==> config.mk <==
export PLATFORM = sky130hd
export DESIGN_NAME = panel_cfg_sequencer
export DESIGN_NICKNAME = d
export VERILOG_FILES = /design/src/rtl/panel_cfg_pkg.sv /design/src/rtl/panel_cmd_table.sv /design/src/rtl/panel_serial_tx.sv /design/src/rtl/panel_cfg_sequencer.sv
export SDC_FILE = /design/constraint.sdc
export NUM_CORES = 1
export LEC_CHECK = 0
export ABC_AREA = 0
export BUFFER_PORTS_ARGS = -buffer_cell sky130_fd_sc_hd__buf_2
export CAP_MARGIN = 30
export CORE_MARGIN = 3
export CORE_UTILIZATION = 60
export CTS_CLUSTER_DIAMETER = 80
export DETAILED_ROUTE_END_ITERATION = 12
export PLACE_DENSITY = 0.83
export SYNTH_ARGS = -nofsm -noshare
export SYNTH_HDL_FRONTEND = slang
export SYNTH_SLANG_ARGS = --single-unit
==> constraint.sdc <==
create_clock -name clk -period 2 [get_ports clk]
set_input_delay 0.2 -clock clk [delete_from_list [all_inputs] [get_ports clk]]
set_output_delay 0.2 -clock clk [all_outputs]
set_load 0.05 [all_outputs]
==> src/rtl/panel_cfg_pkg.sv <==
package panel_cfg_pkg;

    localparam int ADDR_W  = 8;
    localparam int DATA_W  = 8;
    localparam int FRAME_W = ADDR_W + DATA_W;
    localparam int ON_LEN  = 5;
    localparam int OFF_LEN = 1;
    localparam int IDX_W   = $clog2(ON_LEN);

    typedef struct packed {
        logic [ADDR_W-1:0] reg_addr;
        logic [DATA_W-1:0] value;
    } cfg_word_t;

    typedef enum logic [2:0] {
        PH_IDLE,
        PH_LEAD,
        PH_LOW,
        PH_HIGH,
        PH_GAP
    } tx_phase_t;

    typedef enum logic [1:0] {
        SQ_IDLE,
        SQ_ISSUE,
        SQ_WAIT
    } sq_state_t;

    // Command lists: bring-up (on = 1) and shut-down (on = 0)
    function automatic cfg_word_t cmd_at(input logic on, input logic [IDX_W-1:0] idx);
        cfg_word_t w;
        w = '0;
        if (on) begin
            case (idx)
                IDX_W'(0): w = cfg_word_t'{reg_addr: 8'h05, value: 8'h1E};
                IDX_W'(1): w = cfg_word_t'{reg_addr: 8'h05, value: 8'h5E};
                IDX_W'(2): w = cfg_word_t'{reg_addr: 8'h07, value: 8'h8D};
                IDX_W'(3): w = cfg_word_t'{reg_addr: 8'h13, value: 8'h01};
                IDX_W'(4): w = cfg_word_t'{reg_addr: 8'h05, value: 8'h5F};
                default:   w = '0;
            endcase
        end else begin
            w = cfg_word_t'{reg_addr: 8'h05, value: 8'h5E};
        end
        return w;
    endfunction

    function automatic logic [IDX_W-1:0] last_idx(input logic on);
        return on ? IDX_W'(ON_LEN - 1) : IDX_W'(OFF_LEN - 1);
    endfunction

endpackage

==> src/rtl/panel_cmd_table.sv <==
module panel_cmd_table
    import panel_cfg_pkg::*;
(
    input  logic               sel_on,
    input  logic [IDX_W-1:0]   idx,
    output logic [FRAME_W-1:0] frame,
    output logic               is_last
);

    cfg_word_t word;

    always_comb begin
        word    = cmd_at(sel_on, idx);
        frame   = word;
        is_last = (idx == last_idx(sel_on));
    end

endmodule

==> src/rtl/panel_serial_tx.sv <==
module panel_serial_tx
    import panel_cfg_pkg::*;
#(
    parameter int DIV = 4
) (
    input  logic               clk,
    input  logic               rst,
    input  logic               go,
    input  logic [FRAME_W-1:0] frame,
    output logic               en_n,
    output logic               sclk,
    output logic               sdat,
    output logic               fin
);

    localparam int CW = (2 * DIV > 1) ? $clog2(2 * DIV) : 1;
    localparam int BW = $clog2(FRAME_W);
    localparam logic [CW-1:0] HALF_END = CW'(DIV - 1);
    localparam logic [CW-1:0] GAP_END  = CW'(2 * DIV - 1);
    localparam logic [BW-1:0] LAST_BIT = BW'(FRAME_W - 1);

    tx_phase_t          phase;
    logic [CW-1:0]      cnt;
    logic [BW-1:0]      bit_no;
    logic [FRAME_W-1:0] shreg;

    always_ff @(posedge clk) begin
        if (rst) begin
            phase  <= PH_IDLE;
            cnt    <= '0;
            bit_no <= '0;
            shreg  <= '0;
            en_n   <= 1'b1;
            sclk   <= 1'b1;
            sdat   <= 1'b0;
            fin    <= 1'b0;
        end else begin
            fin <= 1'b0;
            case (phase)
                PH_IDLE: begin
                    if (go) begin
                        phase  <= PH_LEAD;
                        en_n   <= 1'b0;
                        cnt    <= '0;
                        bit_no <= '0;
                        shreg  <= frame;
                    end
                end
                PH_LEAD: begin
                    if (cnt == HALF_END) begin
                        cnt   <= '0;
                        phase <= PH_LOW;
                        sclk  <= 1'b0;
                        sdat  <= shreg[FRAME_W-1];
                        shreg <= {shreg[FRAME_W-2:0], 1'b0};
                    end else begin
                        cnt <= cnt + 1'b1;
                    end
                end
                PH_LOW: begin
                    if (cnt == HALF_END) begin
                        cnt   <= '0;
                        phase <= PH_HIGH;
                        sclk  <= 1'b1;
                    end else begin
                        cnt <= cnt + 1'b1;
                    end
                end
                PH_HIGH: begin
                    if (cnt == HALF_END) begin
                        cnt <= '0;
                        if (bit_no == LAST_BIT) begin
                            phase <= PH_GAP;
                            en_n  <= 1'b1;
                            sdat  <= 1'b0;
                        end else begin
                            bit_no <= bit_no + 1'b1;
                            phase  <= PH_LOW;
                            sclk   <= 1'b0;
                            sdat   <= shreg[FRAME_W-1];
                            shreg  <= {shreg[FRAME_W-2:0], 1'b0};
                        end
                    end else begin
                        cnt <= cnt + 1'b1;
                    end
                end
                PH_GAP: begin
                    if (cnt == GAP_END) begin
                        cnt   <= '0;
                        phase <= PH_IDLE;
                        fin   <= 1'b1;
                    end else begin
                        cnt <= cnt + 1'b1;
                    end
                end
                default: phase <= PH_IDLE;
            endcase
        end
    end


    idle_levels_chk: assert property (@(posedge clk) disable iff (rst)
        en_n |-> (sclk && !sdat));


    data_setup_chk: assert property (@(posedge clk) disable iff (rst)
        !$stable(sdat) |-> (!sclk || en_n));


    clock_gated_chk: assert property (@(posedge clk) disable iff (rst)
        !$stable(sclk) |-> !en_n);


    frame_end_chk: assert property (@(posedge clk) disable iff (rst)
        fin |-> en_n);

endmodule

==> src/rtl/panel_cfg_sequencer.sv <==
module panel_cfg_sequencer
    import panel_cfg_pkg::*;
#(
    parameter int DIV = 4
) (
    input  logic clk,
    input  logic rst,
    input  logic start,
    input  logic sel_on,
    output logic busy,
    output logic done,
    output logic cfg_en_n,
    output logic cfg_sclk,
    output logic cfg_sdat
);

    sq_state_t          state;
    logic               sel_q;
    logic [IDX_W-1:0]   idx;
    logic [FRAME_W-1:0] cur_frame;
    logic               cur_last;
    logic               tx_go;
    logic               tx_fin;

    panel_cmd_table u_table (
        .sel_on  (sel_q),
        .idx     (idx),
        .frame   (cur_frame),
        .is_last (cur_last)
    );

    panel_serial_tx #(.DIV(DIV)) u_tx (
        .clk   (clk),
        .rst   (rst),
        .go    (tx_go),
        .frame (cur_frame),
        .en_n  (cfg_en_n),
        .sclk  (cfg_sclk),
        .sdat  (cfg_sdat),
        .fin   (tx_fin)
    );

    assign tx_go = (state == SQ_ISSUE);
    assign busy  = (state != SQ_IDLE);

    always_ff @(posedge clk) begin
        if (rst) begin
            state <= SQ_IDLE;
            sel_q <= 1'b0;
            idx   <= '0;
            done  <= 1'b0;
        end else begin
            done <= 1'b0;
            case (state)
                SQ_IDLE: begin
                    if (start) begin
                        sel_q <= sel_on;
                        idx   <= '0;
                        state <= SQ_ISSUE;
                    end
                end
                SQ_ISSUE: state <= SQ_WAIT;
                SQ_WAIT: begin
                    if (tx_fin) begin
                        if (cur_last) begin
                            state <= SQ_IDLE;
                            idx   <= '0;
                            done  <= 1'b1;
                        end else begin
                            idx   <= idx + 1'b1;
                            state <= SQ_ISSUE;
                        end
                    end
                end
                default: state <= SQ_IDLE;
            endcase
        end
    end


    done_single_chk: assert property (@(posedge clk) disable iff (rst)
        done |=> !done);


    busy_fall_chk: assert property (@(posedge clk) disable iff (rst)
        $fell(busy) |-> done);


    sel_hold_chk: assert property (@(posedge clk) disable iff (rst)
        busy |=> $stable(sel_q));


    start_take_chk: assert property (@(posedge clk) disable iff (rst)
        (start && !busy) |=> busy);


    enable_idle_chk: assert property (@(posedge clk) disable iff (rst)
        !busy |-> cfg_en_n);

endmodule

==> results of run 1 <==
## placed cells by master, fill, tap and decap left out, types with 2 or more instances in the layout
cell type and instances:
buf_2 8, a22oi_1 2, ha_1 9, o31ai_1 3, a31oi_1 2, o21ai_0 6, and3_1 2, a21boi_0 2
o211ai_1 4, mux2i_1 2, nand2b_1 6, a21oi_1 21, and2_1 3, a22o_1 3, nand4_1 2, nor2b_1 2
buf_4 7, a211oi_1 6, a311oi_1 2, a211o_1 2, dfxtp_1 37, nand3_1 10, inv_1 9, nor2_1 19
or4_1 5, nor3_1 4, nand2_1 28, nand4b_1 2, clkbuf_4 5
## worst min-delay path by stage
| stage | end | depth (start not counted) | slack (ns) |
|---|---|---|---|
| 6_report | sel_q$_SDFFE_PP0P_ | 3 | 0.11 |
| 5_1_grt | sel_q$_SDFFE_PP0P_ | 3 | 0.12 |
| 2_1_floorplan | sel_q$_SDFFE_PP0P_ | 2 | 0.34 |
| 3_5_place_dp | u_tx.shreg[1]$_SDFFE_PP0P_ | 2 | 0.44 |
| 3_3_place_gp | sel_q$_SDFFE_PP0P_ | 3 | 0.43 |
| 4_1_cts | sel_q$_SDFFE_PP0P_ | 3 | 0.11 |
## sequential cells by signal, summed over array words and instances, names as in the netlist
signal,cells
u_tx.shreg,16
idx,3
state,2
u_tx.fin,1
u_tx.bit_no,4
u_tx.phase,3
u_tx.en_n,1
u_tx.cnt,3
done,1
u_tx.sdat,1
sel_q,1
u_tx.sclk,1
## kinds of logic after synthesis
logic type               count (synthesis)  share of synthesized area (%)
AND/OR/NAND/NOR                         94                           26.4
buffers and inverters                   23                           5.33
multiplexers                             2                           1.05
flip-flops                              37                           38.9
AO/OA/AOI/OAI                           61                           21.3
adder cells (fa/ha/maj)                 10                           6.58
XOR/XNOR                                 1                          0.461
## cell type report
type / count / area share (%)
flip-flops and latches: 37 / 35.8
clock inverters: 1 / 1.45
multi-input cells: 168 / 51.4
inverters: 9 / 1.63
repair buffers: 15 / 4.48
clock buffers: 7 / 2.66
well taps: 42 / 2.54
## power by group through the flow
| stage | registers, mW | clock network, mW | logic [mW] |
|---|---|---|---|
| global placement | 0.828 | 0 | 0.205 |
| global route | 0.822 | 0.597 | 0.245 |
| finish | 0.817 | 0.551 | 0.220 |
| CTS | 0.815 | 0.559 | 0.218 |
| floorplan | 0.817 | 0 | 0.181 |
| detailed placement | 0.832 | 0 | 0.217 |
## worst reg2reg max path: stages (launching register included)
cell and delay, ns:
dfxtp_1 0.38, ha_1 0.21, ha_2 0.24, buf_4 0.17, mux2i_1 0.12, or4_1 0.53
a21oi_1 0.17
## timing repair
action	4_1_cts	5_1_grt
endpoints found under the setup margin	0	9
hold buffers	0	0
resized for setup	0	2
## per-layer routing
| layer | track usage, % | vias to the layer above | wire length, um |
|---|---|---|---|
| met5 | 0 | - | 0 |
| met4 | 9.37 | 0 | 62 |
| met3 | 5.05 | 7 | 189 |
| met2 | 35.6 | 58 | 1900 |
| met1 | 27.4 | 764 | 1820 |
| li1 | - | 832 | - |
## through the flow
step | area, sq um | util [%] | total power, mW | instances
CTS | 2060 | 71.8 | 1.59 | 279
global route | 2070 | 71.9 | 1.66 | 279
detailed placement | 1980 | 68.8 | 1.05 | 271
floorplan | 1900 | - | 0.998 | 228
global placement | 1980 | 68.8 | 1.03 | 271
finish | 2070 | 71.9 | 1.59 | 279
==> impl_metrics.json, run 1 <==
{
  "status": "complete, no violations",
  "reg2reg_to": "u_tx.phase[2]$_SDFFE_PP0P_",
  "synth_area_sq_mm": 0.00190,
  "crit_arrival_ns": 2.17,
  "area_growth_pct": 8.75,
  "crit_cells": 6,
  "yosysUniqueCellTypes": 50,
  "yosys.area.top_type": "dfxtp_1",
  "grt_pass1_wl_um": 6900,
  "dp_slack_ns": 0.0964,
  "tightest_slew_ns": 0.472,
  "start_util_pct": 66.1,
  "grt_pass1_vias": 1530,
  "cts_buffers": 5,
  "required_ns": 2.29,
  "ys_top_cells_by_area": "dfxtp_1, ha_1, a21oi_1, nand2_1, nor2_1",
  "port-buffer-count": 8,
  "gr-total-overflow": 0,
  "rr_startpoint": "u_tx.cnt[0]$_SDFFE_PP0P_",
  "hpwl_um": 2910,
  "crit_end": "u_tx.phase[2]$_SDFFE_PP0P_",
  "fmax_mhz": 533,
  "routabilityCongestion": 0.852,
  "power_frac_seq_pct": 51.5,
  "path_delay_family": "simple AND/OR/NAND/NOR gates",
  "slew_violations": 0,
  "p_leak_nw": 0.766,
  "dieWidth_um": 62.3,
  "wirelength_um": 3970,
  "crit_buf_inv": 1,
  "critPathLaunch": "u_tx.cnt[0]$_SDFFE_PP0P_",
  "ff_latch_area_sq_um": 741,
  "core_area_sq_mm": 0.00288,
  "vias_per_cell": 5.95,
  "grt_max_degree": 22,
  "fin_skew_ns": 0.0114,
  "fillers": 225,
  "avgSynthCellArea_sq_um": 8.34,
  "ys_seq_area_share_pct": 38.9,
  "diodes": 0,
  "ys_top_cells_by_count": "dfxtp_1, nand2_1, a21oi_1",
  "multi_input_area_sq_mm": 0.00106,
  "switching_power_uw": 429,
  "fin_crit_ns": 1.88,
  "wl_per_cell_um": 14.2,
  "pwr-share-clk_pct": 34.7,
  "crit_path_max_fanout": 8,
  "drive_above_1_share_pct": 12.2,
  "internal_power_mw": 1.16,
  "end_kind": "register",
  "postRouteAntennaNets": 0,
  "finalSetupViolCount": 0,
  "synth_flop_cell": "dfxtp_1",
  "yosysMostFrequentCell": "dfxtp_1",
  "drt-pass1-iter-count": 4,
  "vias": 1661,
  "crit_type": "reg2reg",
  "drt_iter0_drc": 96,
  "synth_top_area_share_pct": 38.9,
  "layout_setup_ws_ns": 0.124,
  "cts_tree": "built",
  "max_stage_delay_ns": 0.53,
  "hold_viol_final": 0,
  "synth_warnings": 0,
  "timing.critical_path.cells": "ha_1 > ha_2 > buf_4 > mux2i_1 > or4_1 > a21oi_1",
  "dieHeight_um": 62.3,
  "grtUsageTotal_pct": 21.8,
  "hold_slack_ns": 0.106,
  "async_reset_ff_share_pct": 0,
  "min_from": "sel_on",
  "postCtsSetupRepairBufs": 0,
  "dieArea_sq_mm": 0.00388,
  "synth_fp_nets": 242,
  "switching_share_pct": 27.0,
  "ys_seq_elements": 37,
  "syn_inst": 228,
  "fin_tns_setup_ns": 0,
  "powerDensity_mw_per_mm2": 767,
  "synth_edf_count": 0,
  "cts_buffer_depth": 2,
  "io_pins": 9,
  "max_slew_margin_pct": 68.5,
  "cts.reportedPaths.clkPinSlew_ns": 0.11,
  "ff2ff_path_depth": 6,
  "ctsHtreeMaxLevel": 2,
  "r2r_slack_ns": 0.12,
  "cp-start-kind": "register",
  "rsz0062_at_grt": "false",
  "maxCapViolCount": 0,
  "crit_slowest_cell": "or4_1",
  "cts.sinks": 37,
  "fin_crit_sh_pct": 93.8,
  "ir_drop_uv": 521,
  "final_nets": 250,
  "drc": 0,
  "p_comb_share_pct": 13.9,
  "grt_antenna_before_repair": 0,
  "fp-row-count": 19,
  "cts_root_buf": "clkbuf_4",
  "clock_latency_ns": 0.35,
  "hold_path_class": "in2reg"
}
Power figures use the tool's default switching activity.
==> run 2: changes to the inputs <==
Settings changed: CORE_UTILIZATION 60 to 61, PLACE_DENSITY 0.83 to 0.84, SYNTH_HIERARCHICAL set to 1.
==> run 2 against run 1 <==
Against the previous run: non-clock buffer count grew 4; flip-flop and latch count is the same; via count shrank 1.5%; final area grew 5.9%; global-route usage shrank 2.1 points; worst setup slack lost 0.026 ns; die area grew 6.6%; clock power shrank 31%; sequential power shrank 3.2%; critical endpoint is now u_tx/shreg[1]$_SDFFE_PP0P_; highest routed layer unchanged.
==> impl_metrics.json, run 2 <==
{
  "status": "complete, no violations",
  "slew_violations": 0,
  "final_util_pct": 69.4,
  "ctsHtreeMaxLevel": 2,
  "hold_path_class": "in2reg",
  "synth_warnings": 6,
  "fp-row-count": 20,
  "ys_seq_elements": 37,
  "largest_register_ffs": 16,
  "fin_crit_ns": 1.90,
  "vias_per_cell": 5.70,
  "dieWidth_um": 64.3,
  "crit_type": "reg2reg",
  "reg2reg_to": "u_tx/shreg[1]$_SDFFE_PP0P_",
  "final_common_cell": "dfxtp_1",
  "grt_antenna_before_repair": 0,
  "largest_register": "u_tx/shreg",
  "clock_latency_ns": 0.35,
  "dp_slack_ns": 0.109,
  "drt_iter0_drc": 75,
  "yosys.area.top_type": "dfxtp_1",
  "core_area_sq_mm": 0.00315,
  "fin_crit_sh_pct": 95.1,
  "fin_skew_ns": 0.00779,
  "ir_drop_uv": 412,
  "port-buffer-count": 8,
  "powerDensity_mw_per_mm2": 640,
  "synth_area_sq_mm": 0.00207,
  "worstHoldPathCells": 3,
  "hpwl_um": 2410,
  "gr-total-overflow": 0,
  "cts.sinks": 37,
  "cts.reportedPaths.clkPinSlew_ns": 0.11,
  "drc": 0,
  "r2r_slack_ns": 0.1,
  "hold_viol_final": 0,
  "diodes": 0,
  "ys_top_cells_by_area": "dfxtp_1, a311oi_2, nand2_1, nor2_1, buf_4",
  "fmax_mhz": 526,
  "reg_top3": "u_tx/shreg: 16 flops, u_tx/bit_no: 4 flops",
  "cts_tree": "built",
  "vias": 1636,
  "cts_buffers": 5,
  "avgSynthCellArea_sq_um": 8.68,
  "final_nets": 252,
  "rr_startpoint": "state[1]$_SDFFE_PP0P_",
  "grt_pass1_wl_um": 6500,
  "ff2ff_path_depth": 6,
  "grt_max_degree": 33,
  "fin_tns_setup_ns": 0,
  "wl_per_cell_um": 12.9,
  "design_area_sq_mm": 0.00219,
  "grtUsageTotal_pct": 19.7,
  "ys_seq_area_share_pct": 35.7,
  "grt_pass1_vias": 1458,
  "synth_flop_cell": "dfxtp_1",
  "syn_inst": 239,
  "postPlaceCellArea_sq_mm": 0.00210,
  "yosysMostFrequentCell": "dfxtp_1",
  "finalSetupViolCount": 0,
  "dieArea_sq_mm": 0.00414,
  "yosysUniqueCellTypes": 52,
  "synth_top_area_share_pct": 35.7,
  "cts_root_buf": "clkbuf_4",
  "p_leak_nw": 0.842,
  "cts_buffer_depth": 2,
  "final_cell_mix": "dfxtp_1, nand2_1, nor2_1, a311oi_2, a21oi_1",
  "ys_top_cells_by_count": "dfxtp_1, nand2_1, nor2_1",
  "layout_setup_ws_ns": 0.0977,
  "dieHeight_um": 64.3,
  "io_pins": 9,
  "crit_arrival_ns": 2.17,
  "start_util_pct": 65.8,
  "async_reset_ff_share_pct": 0,
  "min_from": "sel_on",
  "required_ns": 2.27,
  "drt-pass1-iter-count": 4,
  "end_kind": "register",
  "area_growth_pct": 5.55,
  "cp-start-kind": "register",
  "synth_edf_count": 0,
  "routabilityCongestion": 0.755,
  "wirelength_um": 3710,
  "maxCapViolCount": 0,
  "postRouteAntennaNets": 0,
  "hold_path_end": "sel_q$_SDFFE_PP0P_",
  "drive_above_1_share_pct": 21.4,
  "crit_path_max_fanout": 16
}
## run 2: cell count changes in the layout (fill, tap and decap cells not counted), sizes merged, moves of 4 or more
cell	previous run	this run
nor2	20	29
nand2	28	36
ha	10	6
inv	9	4
nor2b	2	6
a211oi	6	2
a311oi	2	15
conb	0	5
or4	5	0
nand3	10	3
a21oi	22	10
nand3b	0	5
## run 2: stage by stage
stage	hold WS [ns]	total power [mW]	cells
after global routing	0.0742	1.48	287
after detailed placement	0.444	1.03	278
after floorplan	0.269	0.991	243
after CTS	0.0695	1.41	286
final	0.0816	1.40	287
after global placement	0.439	1.02	278
## run 2: final cells by class
class / instances / area, sq um
sequential: 37 / 741
inverter: 4 / 15.0
fill: 269 / 963
timing repair buffer: 19 / 153
clock buffer: 6 / 41.3
clock inverter: 2 / 10.0
multi-input combinational: 175 / 1170
tap: 44 / 55.1
## run 2: metal layers
| metal | part of all wire, % | up-vias | GRT usage [%] | wire, um |
|---|---|---|---|---|
| li1 | - | 833 | - | - |
| met1 | 47 | 761 | 25.7 | 1750 |
| met2 | 47 | 36 | 30.3 | 1730 |
| met3 | 4.5 | 6 | 4.22 | 168 |
| met4 | 1.5 | 0 | 10.6 | 56 |
| met5 | 0 | - | 0 | 0 |
## run 2: how the worst max path moves through the flow
stage	depth (start not counted)	start	endpoint	slack (ns)
floorplan	7	state[1]$_SDFFE_PP0P_	u_tx/shreg[6]$_SDFFE_PP0P_	0.06
global placement	6	state[1]$_SDFFE_PP0P_	u_tx/shreg[7]$_SDFFE_PP0P_	0.19
detailed placement	6	state[1]$_SDFFE_PP0P_	u_tx/shreg[4]$_SDFFE_PP0P_	0.11
CTS	6	state[1]$_SDFFE_PP0P_	u_tx/shreg[1]$_SDFFE_PP0P_	0.09
global route	6	state[1]$_SDFFE_PP0P_	u_tx/shreg[1]$_SDFFE_PP0P_	-0.01
finish	6	state[1]$_SDFFE_PP0P_	u_tx/shreg[1]$_SDFFE_PP0P_	0.1
## run 2: critical path, stage by stage, from the launching register on
cell	delay [ns]
dfxtp_1	0.32
and2b_2	0.23
or4b_4	0.49
a32oi_4	0.30
buf_12	0.18
nor2_1	0.05
a311oi_2	0.24
## run 2: report_power, final
group,internal (mW),switching [mW]
sequential,0.771,0.0198
clock,0.134,0.247
combinational,0.0946,0.135
## run 2: logic make-up (layout without fill, tap and decap cells)
group / after synthesis / after routing / synth area share (%)
simple gates: 108 / 108 / 26.4
compound gates: 45 / 45 / 19.9
flops: 37 / 37 / 35.7
buf+inv: 31 / 31 / 8.93
fa+ha+maj: 7 / 7 / 4.16
mux: 7 / 7 / 3.50
xor+xnor: 3 / 3 / 1.27
other cells: 1 / 5 / 0.181
## run 2: repair_timing
item                                    4_1_cts  5_1_grt
endpoints found under the setup margin        0        2
hold endpoints to repair                      0        0
gates resized for setup                       0        1
buffers inserted                              0        0
hold buffers                                  0        0
==> run 3: changes to the inputs <==
Settings changed: CORE_UTILIZATION 61 to 40, PLACE_DENSITY 0.84 to 0.61.
==> run 3 against run 2 <==
Against the previous run: utilization fell by 23 points; clock skew barely moved; non-clock buffer count did not move; final area rose by 2.6%; power rose by 8.9%; register-to-register slack barely moved; die area rose by 47%; global-route usage fell by 6.7 points; count of clock-buffer cells in the layout rose by 2; first-iteration DRC count rose by 91%; sequential share of layout area fell by 0.87 points; critical path type unchanged.
==> impl_metrics.json, run 3 (synthesis results as in run 2) <==
{
  "status": "complete, no violations",
  "clock_latency_ns": 0.29,
  "required_ns": 2.21,
  "p_total_mw": 1.53,
  "cts_root_buf": "clkbuf_8",
  "wirelength_um": 3840,
  "pwr-share-clk_pct": 33.1,
  "dp_slack_ns": 0.120,
  "vias": 1579,
  "crit_type": "reg2reg",
  "grt_pass1_vias": 1411,
  "start_util_pct": 42.5,
  "vias_per_cell": 5.09,
  "route.met3.wl_um": 155,
  "switching_power_uw": 413,
  "crit_path_max_fanout": 16,
  "port-buffer-count": 8,
  "ctsHtreeMaxLevel": 2,
  "grt_max_degree": 33,
  "end_kind": "register",
  "diodes": 0,
  "tightest_slew_ns": 0.510,
  "highest_layer": "met4",
  "instances_no_fill": 310,
  "fin_crit_sh_pct": 94.8,
  "largest_register": "u_tx/shreg",
  "gr-total-overflow": 0,
  "switching_share_pct": 27.1,
  "powerDensity_mw_per_mm2": 679,
  "drt-pass1-iter-count": 4,
  "grt_antenna_before_repair": 0,
  "cts.sinks": 37,
  "hold_slack_ns": 0.146,
  "cts.reportedPaths.clkPinSlew_ns": 0.07,
  "postPlaceCellArea_sq_mm": 0.00213,
  "dp.cells": 301,
  "drt_iter0_drc": 143,
  "drc": 0,
  "hold_viol_final": 0,
  "crit_arrival_ns": 2.10,
  "rsz0062_at_grt": "false",
  "dieWidth_um": 78.0,
  "largest_register_ffs": 16,
  "hpwl_um": 2420,
  "cts_buffers": 5,
  "final_common_cell": "dfxtp_1",
  "internal_power_mw": 1.11,
  "layout_setup_ws_ns": 0.104,
  "grtUsageTotal_pct": 13.0,
  "fin_crit_ns": 1.90,
  "p_leak_nw": 0.849,
  "reg_top3": "u_tx/shreg: 16 flops, u_tx/bit_no: 4 flops",
  "wl_met1_um": 1950,
  "fin_tns_setup_ns": 0,
  "fp-row-count": 25,
  "fillers": 490,
  "finalSetupViolCount": 0,
  "drive_above_1_share_pct": 20.6,
  "fmax_mhz": 527,
  "power_frac_seq_pct": 51.7,
  "area_growth_pct": 8.32,
  "fin_skew_ns": 0.00733,
  "cts_buffer_depth": 2,
  "wl_met2_um": 1670,
  "p_comb_share_pct": 15.1,
  "design_area_sq_mm": 0.00225,
  "cp-start-kind": "register",
  "final_cell_mix": "dfxtp_1, nand2_1, nor2_1, a311oi_2, a21oi_1",
  "final_nets": 252,
  "dieArea_sq_mm": 0.00609,
  "cts_tree": "built",
  "io_pins": 9,
  "grt_pass1_wl_um": 6390,
  "core_area_sq_mm": 0.00488,
  "dieHeight_um": 78.0,
  "postRouteAntennaNets": 0,
  "wl_per_cell_um": 12.4,
  "hold_path_class": "in2reg",
  "final_util_pct": 46.1,
  "max_slew_margin_pct": 65.7,
  "slew_violations": 0,
  "ir_drop_uv": 416,
  "routabilityCongestion": 0.794,
  "maxCapViolCount": 0
}
[run 3: cell count changes in the layout (fill, tap and decap cells not counted)]
cell,delta
clkbuf_1,+2
clkbuf_4,-5
clkinv_2,-2
clkbuf_8,+5
[run 3: path summary, 6_finish.rpt]
| path | start | endpoint | slack, ns | depth (start not counted) |
|---|---|---|---|---|
| worst max-delay path | state[1]$_SDFFE_PP0P_ | u_tx/shreg[2]$_SDFFE_PP0P_ | 0.10 | 6 |
| worst max register to register | state[1]$_SDFFE_PP0P_ | u_tx/shreg[2]$_SDFFE_PP0P_ | 0.10 | 6 |
| worst min register to register | u_tx/sdat$_SDFFE_PP0P_ | u_tx/sdat$_SDFFE_PP0P_ | 0.47 | 2 |
| worst min-delay path | sel_on | sel_q$_SDFFE_PP0P_ | 0.15 | 3 |
[run 3: worst max-delay path, stage by stage, from the launching register on]
cell and delay (ns):
dfxtp_1 0.32, and2b_2 0.24, or4b_4 0.50, a32oi_4 0.29, buf_12 0.18, nor2_1 0.06, a311oi_2 0.22
[run 3: timing repair]
item | 4_1_cts | 5_1_grt
hold buffers | 0 | 0
endpoints found under the hold margin | 0 | 0
gates resized for setup | 0 | 1
setup endpoints to repair | 0 | 1
setup buffers | 0 | 0
[run 3: routing by layer]
metal,up-vias,GRT usage [%]
met1,715,17.3
met5,-,0
met2,28,19.1
li1,830,-
met4,0,7.87
met3,6,3.10
[run 3: area by class of cell]
type	count	area, sq um	share of cell area, %
Inverter	4	15.0	0.668
Sequential cell	37	741	33.0
Tap cell	67	83.8	3.73
Multi-Input combinational cell	175	1170	52.3
Timing Repair Buffer	19	153	6.79
Clock buffer	8	80.1	3.56
[run 3: power groups by stage]
stage                     registers (mW)  logic, mW  clock network [mW]
final                              0.790      0.231               0.506
after floorplan                    0.809      0.182                   0
after CTS                          0.790      0.220               0.522
after global routing               0.793      0.255               0.546
after detailed placement           0.807      0.220                   0
after global placement             0.807      0.217                   0
